[src/rtl/mmr_pkg.sv]
// mmr_pkg: shared source encodings for the memory-map router.
// Assumes: value 0 of each encoding means "no source, return zero".
package mmr_pkg;

    typedef enum logic [1:0] {
        DSRC_NONE = 2'd0,
        DSRC_DC   = 2'd1,
        DSRC_ROM  = 2'd2,
        DSRC_IO   = 2'd3
    } dsrc_e;

    typedef enum logic [1:0] {
        ISRC_NONE = 2'd0,
        ISRC_IC   = 2'd1,
        ISRC_ROM  = 2'd2
    } isrc_e;

endpackage

[src/rtl/mmr_dport_decode.sv]
// mmr_dport_decode: turns a data-port request into per-target enables.
// Assumes: one selection bit per target; reads resolve by fixed priority
// (I/O, ROM, data cache); writes go to every writable selected target.
module mmr_dport_decode
    import mmr_pkg::*;
#(
    parameter int ADDR_W     = 32,
    parameter int DC_BIT     = 28,
    parameter int IC_BIT     = 29,
    parameter int ROM_BIT    = 30,
    parameter int IO_BIT     = 31,
    parameter int IO_IDX_LSB = 2,
    parameter int IO_IDX_W   = 3,
    parameter logic [(1<<IO_IDX_W)-1:0] IO_WO_MASK = 8'b1000_1000
) (
    input  logic              clk,
    input  logic              rst_n,
    input  logic [ADDR_W-1:0] addr,
    input  logic              rd,
    input  logic              wr,
    input  logic              fetch_in_rom,
    output logic              dc_rd,
    output logic              dc_wr,
    output logic              ic_wr,
    output logic              rom_rd,
    output logic              io_rd,
    output logic              io_wr,
    output dsrc_e             src
);

    logic [IO_IDX_W-1:0] io_idx;
    logic                io_wo;

    // Pick the I/O word and look up whether it is write-only.
    always_comb begin
        io_idx = addr[IO_IDX_LSB +: IO_IDX_W];
        io_wo  = IO_WO_MASK[io_idx];
    end

    // Resolve the read source by priority; a write-only I/O word yields none.
    always_comb begin
        src = DSRC_NONE;
        if (rd) begin
            if (addr[IO_BIT])       src = io_wo ? DSRC_NONE : DSRC_IO;
            else if (addr[ROM_BIT]) src = DSRC_ROM;
            else if (addr[DC_BIT])  src = DSRC_DC;
        end
    end

    // Read enables follow the winning source only.
    always_comb begin
        dc_rd  = (src == DSRC_DC);
        rom_rd = (src == DSRC_ROM);
        io_rd  = (src == DSRC_IO);
    end

    // Write enables: every selected writable target, gated by permissions.
    always_comb begin
        dc_wr = wr && addr[DC_BIT];
        ic_wr = wr && addr[IC_BIT] && fetch_in_rom;
        io_wr = wr && addr[IO_BIT] && io_wo;
    end

    // an I/O read never lands on a word that also accepts writes.
    assert_io_perm_R5: assert property (@(posedge clk) disable iff (!rst_n)
        (io_rd && wr && addr[IO_BIT]) |-> !io_wr);

endmodule

[src/rtl/mmr_iport_decode.sv]
// mmr_iport_decode: instruction-port selection (ROM ahead of I-cache).
// Assumes: the fetch region flag reflects the address, not the request.
module mmr_iport_decode
    import mmr_pkg::*;
#(
    parameter int ADDR_W  = 32,
    parameter int IC_BIT  = 28,
    parameter int ROM_BIT = 30
) (
    input  logic [ADDR_W-1:0] addr,
    input  logic              rd,
    output logic              ic_fetch,
    output logic              rom_rd,
    output logic              in_rom,
    output isrc_e             src
);

    // Choose the fetch source and raise the matching enable.
    always_comb begin
        src = ISRC_NONE;
        if (rd) begin
            if (addr[ROM_BIT])     src = ISRC_ROM;
            else if (addr[IC_BIT]) src = ISRC_IC;
        end
        ic_fetch = (src == ISRC_IC);
        rom_rd   = (src == ISRC_ROM);
        in_rom   = addr[ROM_BIT];
    end

endmodule

[src/rtl/mmr_rd_return.sv]
// mmr_rd_return: registers a read-source index and steers the one-cycle-late
// data of that source to the output. Index 0 returns zero.
// Assumes: sources are synchronous memories with exactly one cycle latency.
module mmr_rd_return #(
    parameter int NSRC   = 3,
    parameter int DATA_W = 32,
    localparam int SEL_W = $clog2(NSRC + 1)
) (
    input  logic                        clk,
    input  logic                        rst_n,
    input  logic                        hold,
    input  logic [SEL_W-1:0]            sel_in,
    input  logic [NSRC-1:0][DATA_W-1:0] src_rdata,
    output logic [DATA_W-1:0]           rdata
);

    logic [SEL_W-1:0]            sel_q;
    logic [NSRC-1:0][DATA_W-1:0] gated;

    // Latch the source of this cycle's read unless the caches stall.
    always_ff @(posedge clk) begin
        if (!rst_n)     sel_q <= '0;
        else if (!hold) sel_q <= sel_in;
    end

    // One AND plane per source, enabled by its index.
    for (genvar k = 0; k < NSRC; k++) begin : g_plane
        assign gated[k] = (sel_q == SEL_W'(k + 1)) ? src_rdata[k] : '0;
    end

    // OR the planes together into the returned word.
    always_comb begin
        rdata = '0;
        for (int k = 0; k < NSRC; k++) rdata = rdata | gated[k];
    end

    // a stall keeps the latched source.
    assert_hold_freeze_R9: assert property (@(posedge clk) disable iff (!rst_n)
        hold |=> (sel_q == $past(sel_q)));

endmodule

[src/rtl/mem_map_router.sv]
// mem_map_router: bit-decoded chip selects, I-cache write gating and
// registered read-return muxing for a data port and an instruction port.
// Assumes: all targets are one-cycle synchronous memories; address, write
// data and strobes reach the targets directly, outside this block.
module mem_map_router
    import mmr_pkg::*;
#(
    parameter int ADDR_W  = 32,
    parameter int DATA_W  = 32,
    parameter int DC_BIT  = 28,
    parameter int IC_BIT  = 29,
    parameter int ROM_BIT = 30,
    parameter int IO_BIT  = 31
) (
    input  logic              clk,
    input  logic              rst_n,
    input  logic              hold,
    input  logic [ADDR_W-1:0] d_addr,
    input  logic              d_rd,
    input  logic              d_wr,
    output logic [DATA_W-1:0] d_rdata,
    input  logic [ADDR_W-1:0] i_addr,
    input  logic              i_rd,
    output logic [DATA_W-1:0] i_rdata,
    output logic              dc_rd,
    output logic              dc_wr,
    input  logic [DATA_W-1:0] dc_rdata,
    output logic              ic_fetch,
    output logic              ic_wr,
    input  logic [DATA_W-1:0] ic_rdata,
    output logic              rom_d_rd,
    input  logic [DATA_W-1:0] rom_d_rdata,
    output logic              rom_i_rd,
    input  logic [DATA_W-1:0] rom_i_rdata,
    output logic              io_rd,
    output logic              io_wr,
    input  logic [DATA_W-1:0] io_rdata
);

    localparam int D_NSRC = 3;
    localparam int I_NSRC = 2;

    dsrc_e d_src;
    isrc_e i_src;
    logic  fetch_in_rom;

    logic [D_NSRC-1:0][DATA_W-1:0] d_srcs;
    logic [I_NSRC-1:0][DATA_W-1:0] i_srcs;

    mmr_iport_decode #(
        .ADDR_W (ADDR_W),
        .IC_BIT (DC_BIT),
        .ROM_BIT(ROM_BIT)
    ) u_idec (
        .addr    (i_addr),
        .rd      (i_rd),
        .ic_fetch(ic_fetch),
        .rom_rd  (rom_i_rd),
        .in_rom  (fetch_in_rom),
        .src     (i_src)
    );

    mmr_dport_decode #(
        .ADDR_W (ADDR_W),
        .DC_BIT (DC_BIT),
        .IC_BIT (IC_BIT),
        .ROM_BIT(ROM_BIT),
        .IO_BIT (IO_BIT)
    ) u_ddec (
        .clk         (clk),
        .rst_n       (rst_n),
        .addr        (d_addr),
        .rd          (d_rd),
        .wr          (d_wr),
        .fetch_in_rom(fetch_in_rom),
        .dc_rd       (dc_rd),
        .dc_wr       (dc_wr),
        .ic_wr       (ic_wr),
        .rom_rd      (rom_d_rd),
        .io_rd       (io_rd),
        .io_wr       (io_wr),
        .src         (d_src)
    );

    // Order source data by encoding index minus one.
    always_comb begin
        d_srcs[0] = dc_rdata;
        d_srcs[1] = rom_d_rdata;
        d_srcs[2] = io_rdata;
        i_srcs[0] = ic_rdata;
        i_srcs[1] = rom_i_rdata;
    end

    mmr_rd_return #(.NSRC(D_NSRC), .DATA_W(DATA_W)) u_dret (
        .clk      (clk),
        .rst_n    (rst_n),
        .hold     (hold),
        .sel_in   (d_src),
        .src_rdata(d_srcs),
        .rdata    (d_rdata)
    );

    mmr_rd_return #(.NSRC(I_NSRC), .DATA_W(DATA_W)) u_iret (
        .clk      (clk),
        .rst_n    (rst_n),
        .hold     (hold),
        .sel_in   (i_src),
        .src_rdata(i_srcs),
        .rdata    (i_rdata)
    );

    // a data read never enables two targets.
    assert_one_reader_R1: assert property (@(posedge clk) disable iff (!rst_n)
        $onehot0({dc_rd, rom_d_rd, io_rd}));

    // instruction-cache writes only while fetching from the ROM.
    assert_ic_gate_R3: assert property (@(posedge clk) disable iff (!rst_n)
        ic_wr |-> i_addr[ROM_BIT]);

    // a ROM-only store touches nothing.
    assert_rom_no_write_R4: assert property (@(posedge clk) disable iff (!rst_n)
        (d_wr && d_addr[ROM_BIT] && !d_addr[DC_BIT] && !d_addr[IC_BIT] && !d_addr[IO_BIT])
        |-> !(dc_wr || ic_wr || io_wr));

    // an unclaimed data read returns zero next cycle.
    assert_empty_read_R7: assert property (@(posedge clk) disable iff (!rst_n)
        (d_rd && !hold && !dc_rd && !rom_d_rd && !io_rd) |=> (d_rdata == '0));

    // the instruction port never enables both of its targets.
    assert_fetch_one_R8: assert property (@(posedge clk) disable iff (!rst_n)
        !(ic_fetch && rom_i_rd));

endmodule

[config.mk]
export PLATFORM = sky130hd
export DESIGN_NAME = mem_map_router
export DESIGN_NICKNAME = d
export VERILOG_FILES = /design/src/rtl/mmr_pkg.sv /design/src/rtl/mmr_dport_decode.sv /design/src/rtl/mmr_iport_decode.sv /design/src/rtl/mmr_rd_return.sv /design/src/rtl/mem_map_router.sv
export SDC_FILE = /design/constraint.sdc
export NUM_CORES = 1
export LEC_CHECK = 0
export BUFFER_PORTS_ARGS = -buffer_cell sky130_fd_sc_hd__clkbuf_2
export CORE_AREA = 3 3 117 119
export DETAILED_ROUTE_END_ITERATION = 6
export DIE_AREA = 0 0 120 122
export GPL_TIMING_DRIVEN = 0
export PLACE_DENSITY_LB_ADDON = 0.05
export SYNTH_ARGS = -nofsm -noshare
export SYNTH_HDL_FRONTEND = slang
export SYNTH_SLANG_ARGS = --single-unit
[constraint.sdc]
create_clock -name clk -period 1.22 [get_ports clk]
set_input_delay 0.061 -clock clk [delete_from_list [all_inputs] [get_ports clk]]
set_output_delay 0.061 -clock clk [all_outputs]
set_load 0.03 [all_outputs]
==> results of run 1 <==
## stage by stage
stage	worst slack (ps)	hold WS (ps)	total power, W
global route	-399.5	150.0	0.002135
finish	-356.0	126.0	0.002024
floorplan	1.271	182.7	0.0007355
CTS	-364.1	130.7	0.001896
detailed placement	-263.6	352.9	0.001172
global placement	-254.6	335.2	0.001171
## worst paths after layout
kind                                   endpoint  slack, ps
worst max-delay path                 d_rdata[4]       -360
worst min-delay path            u_iret.sel_q[1]        130
worst max register to register  u_dret.sel_q[1]        200
worst min register to register  u_iret.sel_q[1]        630
## where the power goes
part	switching, W	internal [W]	total (W)
registers	0.00000425	0.000135	0.000139
clock network	0.0000813	0.000418	0.000499
logic	0.000589	0.000797	0.00139
## worst max-delay path: stages, from the launching register on
cell       delay, ps
dfxtp_2          330
buf_12           150
clkbuf_16        160
mux2_4           300
a22o_4           220
buf_8            130
## cells by family (layout without fill, tap and decap cells)
group,after synthesis,count (layout),share of synthesized area
AOI/OAI and AO/OA,68,68,0.4046
buffers and inverters,21,285,0.1203
DFF,4,4,0.05499
muxes,34,34,0.3368
and+or+nand+nor,19,19,0.08334
## cells in the final DEF (no fill, tap or decap), drive strengths merged
master / instances
a21boi: 1
a21oi: 1
a22o: 64
and2: 3
and3: 1
and3b: 3
buf: 85
clkbuf: 199
dfxtp: 4
inv: 1
mux2: 33
mux2i: 1
nand2: 3
nand3: 2
nor2: 1
nor2b: 6
o2111ai: 1
o211ai: 1
## cell type report
type / instances / area, um^2
clock buffer: 3 / 75.07
sequential: 4 / 88.84
tap: 172 / 215.2
timing repair buffer: 264 / 2096
inverter: 1 / 3.754
buffer: 17 / 212.7
multi-input combinational: 121 / 1420
fill: 1354 / 8559
## what timing repair did
item / in CTS / in global routing
buffers inserted: 6 / 5
pin swaps: 33 / 8
endpoints found under the setup margin: 64 / 64
cloned: 6 / 2
resized for setup: 171 / 86
## metal layers
metal,wire [um],share of wire,vias to the layer above
li1,-,-,1130
met1,3270,0.37,1065
met2,4871,0.55,113
met3,589,0.067,8
met4,103,0.012,0
met5,0,0,-
## registers in the layout, summed over array words and instances, names as in the netlist
signal and cells:
u_dret.sel_q 2, u_iret.sel_q 2
==> results.toml, run 1 <==
[detailed_routing]
drc = 0
wl_per_cell_um = 15.18
totalWireLength_mm = 8.834
first_pass_iters = 4
num_vias = 2316
antenna_left = 0
via_per_inst = 3.979
drtIter0Drc = 45

[cts]
holdBufCountCts = 0
clkTransAtPathRegs_ps = 30
cts_tree = "done"
clk_latency_ps = 220
htree_levels = 1
clock-sinks = 4
root_buffer = "clkbuf_16"
numCtsBuffers = 3
cts_buffer_depth = 2

[floorplanning]
core_area_mm2 = 0.01267
initial_core_util = 0.1149
die_h_um = 122
design.die.area_mm2 = 0.01464
ios = 302
die_w_um = 120
rows = 41

[grt]
antenna_found_initial = 0
grt_first_pass_wirelength_mm = 12.53
grt_busiest_layer = "met2"
grtUsageMet2 = 0.2048
use_met3 = 0.01903
first_global_vias = 2427
track_usage = 0.1046
grt_overflow = 0
grt_max_degree = 11
grt_use_met1 = 0.1202

[layout]
nets = 642
instances_no_fill = 582
synthToLayoutAreaGrowth_pct = 182.3
drive_gt1_frac = 0.8488
postLayoutCellArea_mm2 = 0.004111
n_antenna_cell = 0
final_util = 0.3245

[sta]
finClkSkew_ps = 0
period_share = 1.292
layout_min_cycle_time_ps = 1576
fin_setup_tns_ps = -15810
final-max-slew-violation-count = 0
max_freq_mhz = 634.5
setup_violations = 64
worstMarginPinSlew_ps = 328.0
setup_ws_ps = -356.0
slew_headroom = 0.7813
rsz0062_at_grt = "yes"
hold_viol_final = 0

[synthesis]
synth_common_cells = "a22o_1 (64), mux2_4 (29), buf_2 (8)"
ys.warnings.count = 0
yosysMostFrequentCell = "a22o_1"
syn_area_mm2 = 0.001456
synth_edf_count = 0
ys_ff_latch = 4
avgSynthCellArea_um2 = 9.975
seq_area_frac_synth = 0.05498
async_flop_share = 0
ys_types = 22
yosysTopAreaCell = "a22o_1"
syn_nets = 376
dominantRegCellSynth = "dfxtp_1"
synthTopCellsByArea = "a22o_1 (38%), mux2_4 (30%), dfxtp_1 (5.5%), buf_12 (4.1%), buf_6 (3.9%)"
yosysTopAreaCellShare = 0.3849
syn_inst = 146

[run_status]
violations = "setup timing"
status = "finished, violations left"

[setup_path]
cp.arrival_ps = 1510
crit_type = "reg -> out"
startpoint_type = "flip-flop"
critPathLaunch = "u_dret.sel_q[1]"
required_ps = 1160
end_kind = "output pin"
crit_fanout = 8
reg2reg_from = "u_dret.sel_q[1]"
r2r.worst_path.cells = 5

[placement]
port_buffers = 245
hpwl_mm = 7.208
place_inst = 563
gp_congestion = 0.7221
placed_area_mm2 = 0.002923

[pwr]
power_density_mw_per_mm2 = 492.3
p_leak_nw = 2.189
worst_ir_drop_vdd_mv = 0.3638

[worst_hold_path]
hold_depth = 2
hp-class = "in -> reg"
worstHoldStart = "rst_n"

[flow_run]
maxCapViolCount = 0
Note: power is estimated with default switching activity, not from simulation.
==> inputs of run 2 (changes only) <==
--- a/config.mk
+++ b/config.mk
@@ -6,11 +6,13 @@
 export NUM_CORES = 1
 export LEC_CHECK = 0
 export BUFFER_PORTS_ARGS = -buffer_cell sky130_fd_sc_hd__clkbuf_2
-export CORE_AREA = 3 3 117 119
+export CORE_AREA = 3 3 115 117
 export DETAILED_ROUTE_END_ITERATION = 6
-export DIE_AREA = 0 0 120 122
+export DIE_AREA = 0 0 118 120
 export GPL_TIMING_DRIVEN = 0
+export HOLD_SLACK_MARGIN = 0.05
 export PLACE_DENSITY_LB_ADDON = 0.05
 export SYNTH_ARGS = -nofsm -noshare
 export SYNTH_HDL_FRONTEND = slang
+export SYNTH_HIERARCHICAL = 1
 export SYNTH_SLANG_ARGS = --single-unit
==> results.toml, run 2 <==
[worst_hold_path]
hp-class = "in -> reg"
hold_depth = 2

[synthesis]
dominantRegCellSynth = "dfxtp_1"
async_flop_share = 0
syn_area_mm2 = 0.001558
yosysTopAreaCell = "mux2_4"
avgSynthCellArea_um2 = 10.67
ys_ff_latch = 4
syn_nets = 376
yosysMostFrequentCell = "a22o_1"
yosysTopAreaCellShare = 0.2795
syn_inst = 146
synth_edf_count = 0
seq_area_frac_synth = 0.05141
synthTopCellsByArea = "mux2_4 (28%), a22o_1 (25%), a22o_2 (12%), buf_6 (6.5%), dfxtp_1 (5.1%)"
ys.warnings.count = 6
ys_types = 26
synth_common_cells = "a22o_1 (45), mux2_4 (29), a22o_2 (19)"

[grt]
grt_overflow = 0
antenna_found_initial = 0
grt_first_pass_wirelength_mm = 12.47
grt_max_degree = 11
track_usage = 0.1062
first_global_vias = 2546

[detailed_routing]
first_pass_iters = 4
wl_per_cell_um = 14.39
drtIter0Drc = 38
drc = 0
totalWireLength_mm = 8.361
num_vias = 2345
via_per_inst = 4.036
antenna_left = 0

[pwr]
swShare = 0.3335
p_switching_w = 0.0006828
p_leak_nw = 2.257
sequentialPowerShare = 0.069
clock_power_share = 0.246
power_density_mw_per_mm2 = 480.9
worst_ir_drop_vdd_mv = 0.3827
comb_power_share = 0.686
p_int_w = 0.001365

[run_status]
violations = "setup timing"
status = "finished, violations left"

[sta]
slew_headroom = 0.8085
max_freq_mhz = 636.0
setup_ws_ps = -352.2
layout_min_cycle_time_ps = 1572
rsz0062_at_grt = "yes"
hold_viol_final = 0
setup_violations = 64
fin_hold_ws_ps = 103.8
final-max-slew-violation-count = 0
worstMarginPinSlew_ps = 287.3
finClkSkew_ps = 0
period_share = 1.289

[cts]
root_buffer = "clkbuf_16"
htree_levels = 1
cts_tree = "done"
cts_buffer_depth = 2
clkTransAtPathRegs_ps = 30
numCtsBuffers = 3
clk_latency_ps = 220
clock-sinks = 4

[layout]
drive_gt1_frac = 0.8949
synthToLayoutAreaGrowth_pct = 173.3
multi_input_area_mm2 = 0.001515
nets = 641
layout_commonest_cell = "clkbuf_2"
top_regs = "u_dret/sel_q (2), u_iret/sel_q (2)"
regArea_um2 = 86.33
mostFrequentLayoutCells = "clkbuf_2 (183), buf_8 (60), mux2_4 (31)"
fillers = 1276
n_antenna_cell = 0
instances_no_fill = 581

[placement]
hpwl_mm = 6.375
gp_congestion = 0.6807
place_inst = 563
port_buffers = 245

[setup_path]
required_ps = 1160
startpoint_type = "flip-flop"
crit_type = "reg -> out"
reg2reg_slack_ps = 180
slowest_stage = "dfxtp_2"
critPathMaxStageDelay_ps = 320
cp.arrival_ps = 1510
crit_fanout = 10
r2r.worst_path.cells = 5
cp_num_buf_inv = 4
path_depth = 6
end_kind = "output pin"
crit_chain = "buf_12 -> nor2b_4 -> buf_6 -> buf_8 -> a22o_2 -> clkbuf_8"
crit_family = "buffers and inverters"

[floorplanning]
die_h_um = 120
rows = 41
core_area_mm2 = 0.01247
die_w_um = 118
ios = 302
initial_core_util = 0.1250
design.die.area_mm2 = 0.01416

[flow_run]
maxCapViolCount = 0
## run 2: power groups by stage
stage / clock, W / sequential, W / combinational, W
6_report: 0.000503 / 0.000140 / 0.00140
5_1_grt: 0.000524 / 0.000141 / 0.00149
4_1_cts: 0.000512 / 0.000142 / 0.00129
3_5_place_dp: 0 / 0.000141 / 0.00104
3_3_place_gp: 0 / 0.000141 / 0.00105
2_1_floorplan: 0 / 0.000141 / 0.000610
## run 2: worst paths after layout
path                                       from               to
worst min-delay path                      rst_n  u_iret/sel_q[1]
worst max-delay path            u_dret/sel_q[0]       d_rdata[9]
worst max register to register  u_dret/sel_q[0]  u_dret/sel_q[0]
worst min register to register  u_iret/sel_q[1]  u_iret/sel_q[1]
## run 2: cell families (layout without fill, tap and decap cells)
family,after synthesis,count (layout),synth area share
AND/OR/NAND/NOR,18,18,0.09719
multiplexers,36,36,0.3269
flip-flops,4,4,0.05141
AO/OA/AOI/OAI,67,67,0.3880
buffers and inverters,21,284,0.1366
## run 2: final cells by class
cell class,instances,area share
Timing Repair Buffer,262,0.4954
Buffer,19,0.06024
Multi-Input combinational cell,121,0.3559
Clock buffer,3,0.01763
Sequential cell,4,0.02028
Tap cell,172,0.05054
## run 2: routing by layer
| layer | GRT usage | wire (um) |
|---|---|---|
| met1 | 0.09906 | 2767 |
| met2 | 0.2275 | 4844 |
| met4 | 0.01319 | 29 |
| met5 | 0 | 0 |
| met3 | 0.03252 | 719 |
## run 2: through the flow
stage	TNS, ps	utilization	setup WS, ps	cell area, um^2	power (W)
finish	-15540	0.3416	-352.2	4258	0.002047
global route	-17890	0.3416	-390.5	4258	0.002154
CTS	-16050	0.3210	-363.3	4001	0.001946
detailed placement	-5440	0.2426	-208.9	3024	0.001184
global placement	-6437	0.2426	-238.0	3024	0.001189
floorplan	0	-	1.338	1583	0.0007507
## run 2: what timing repair did
item                       4_1_cts  5_1_grt
resized for setup              183       67
gates cloned                     6        3
buffers inserted                 6        2
setup endpoints to repair       64       64
pin swaps                       27       10
hold buffers                     0        0
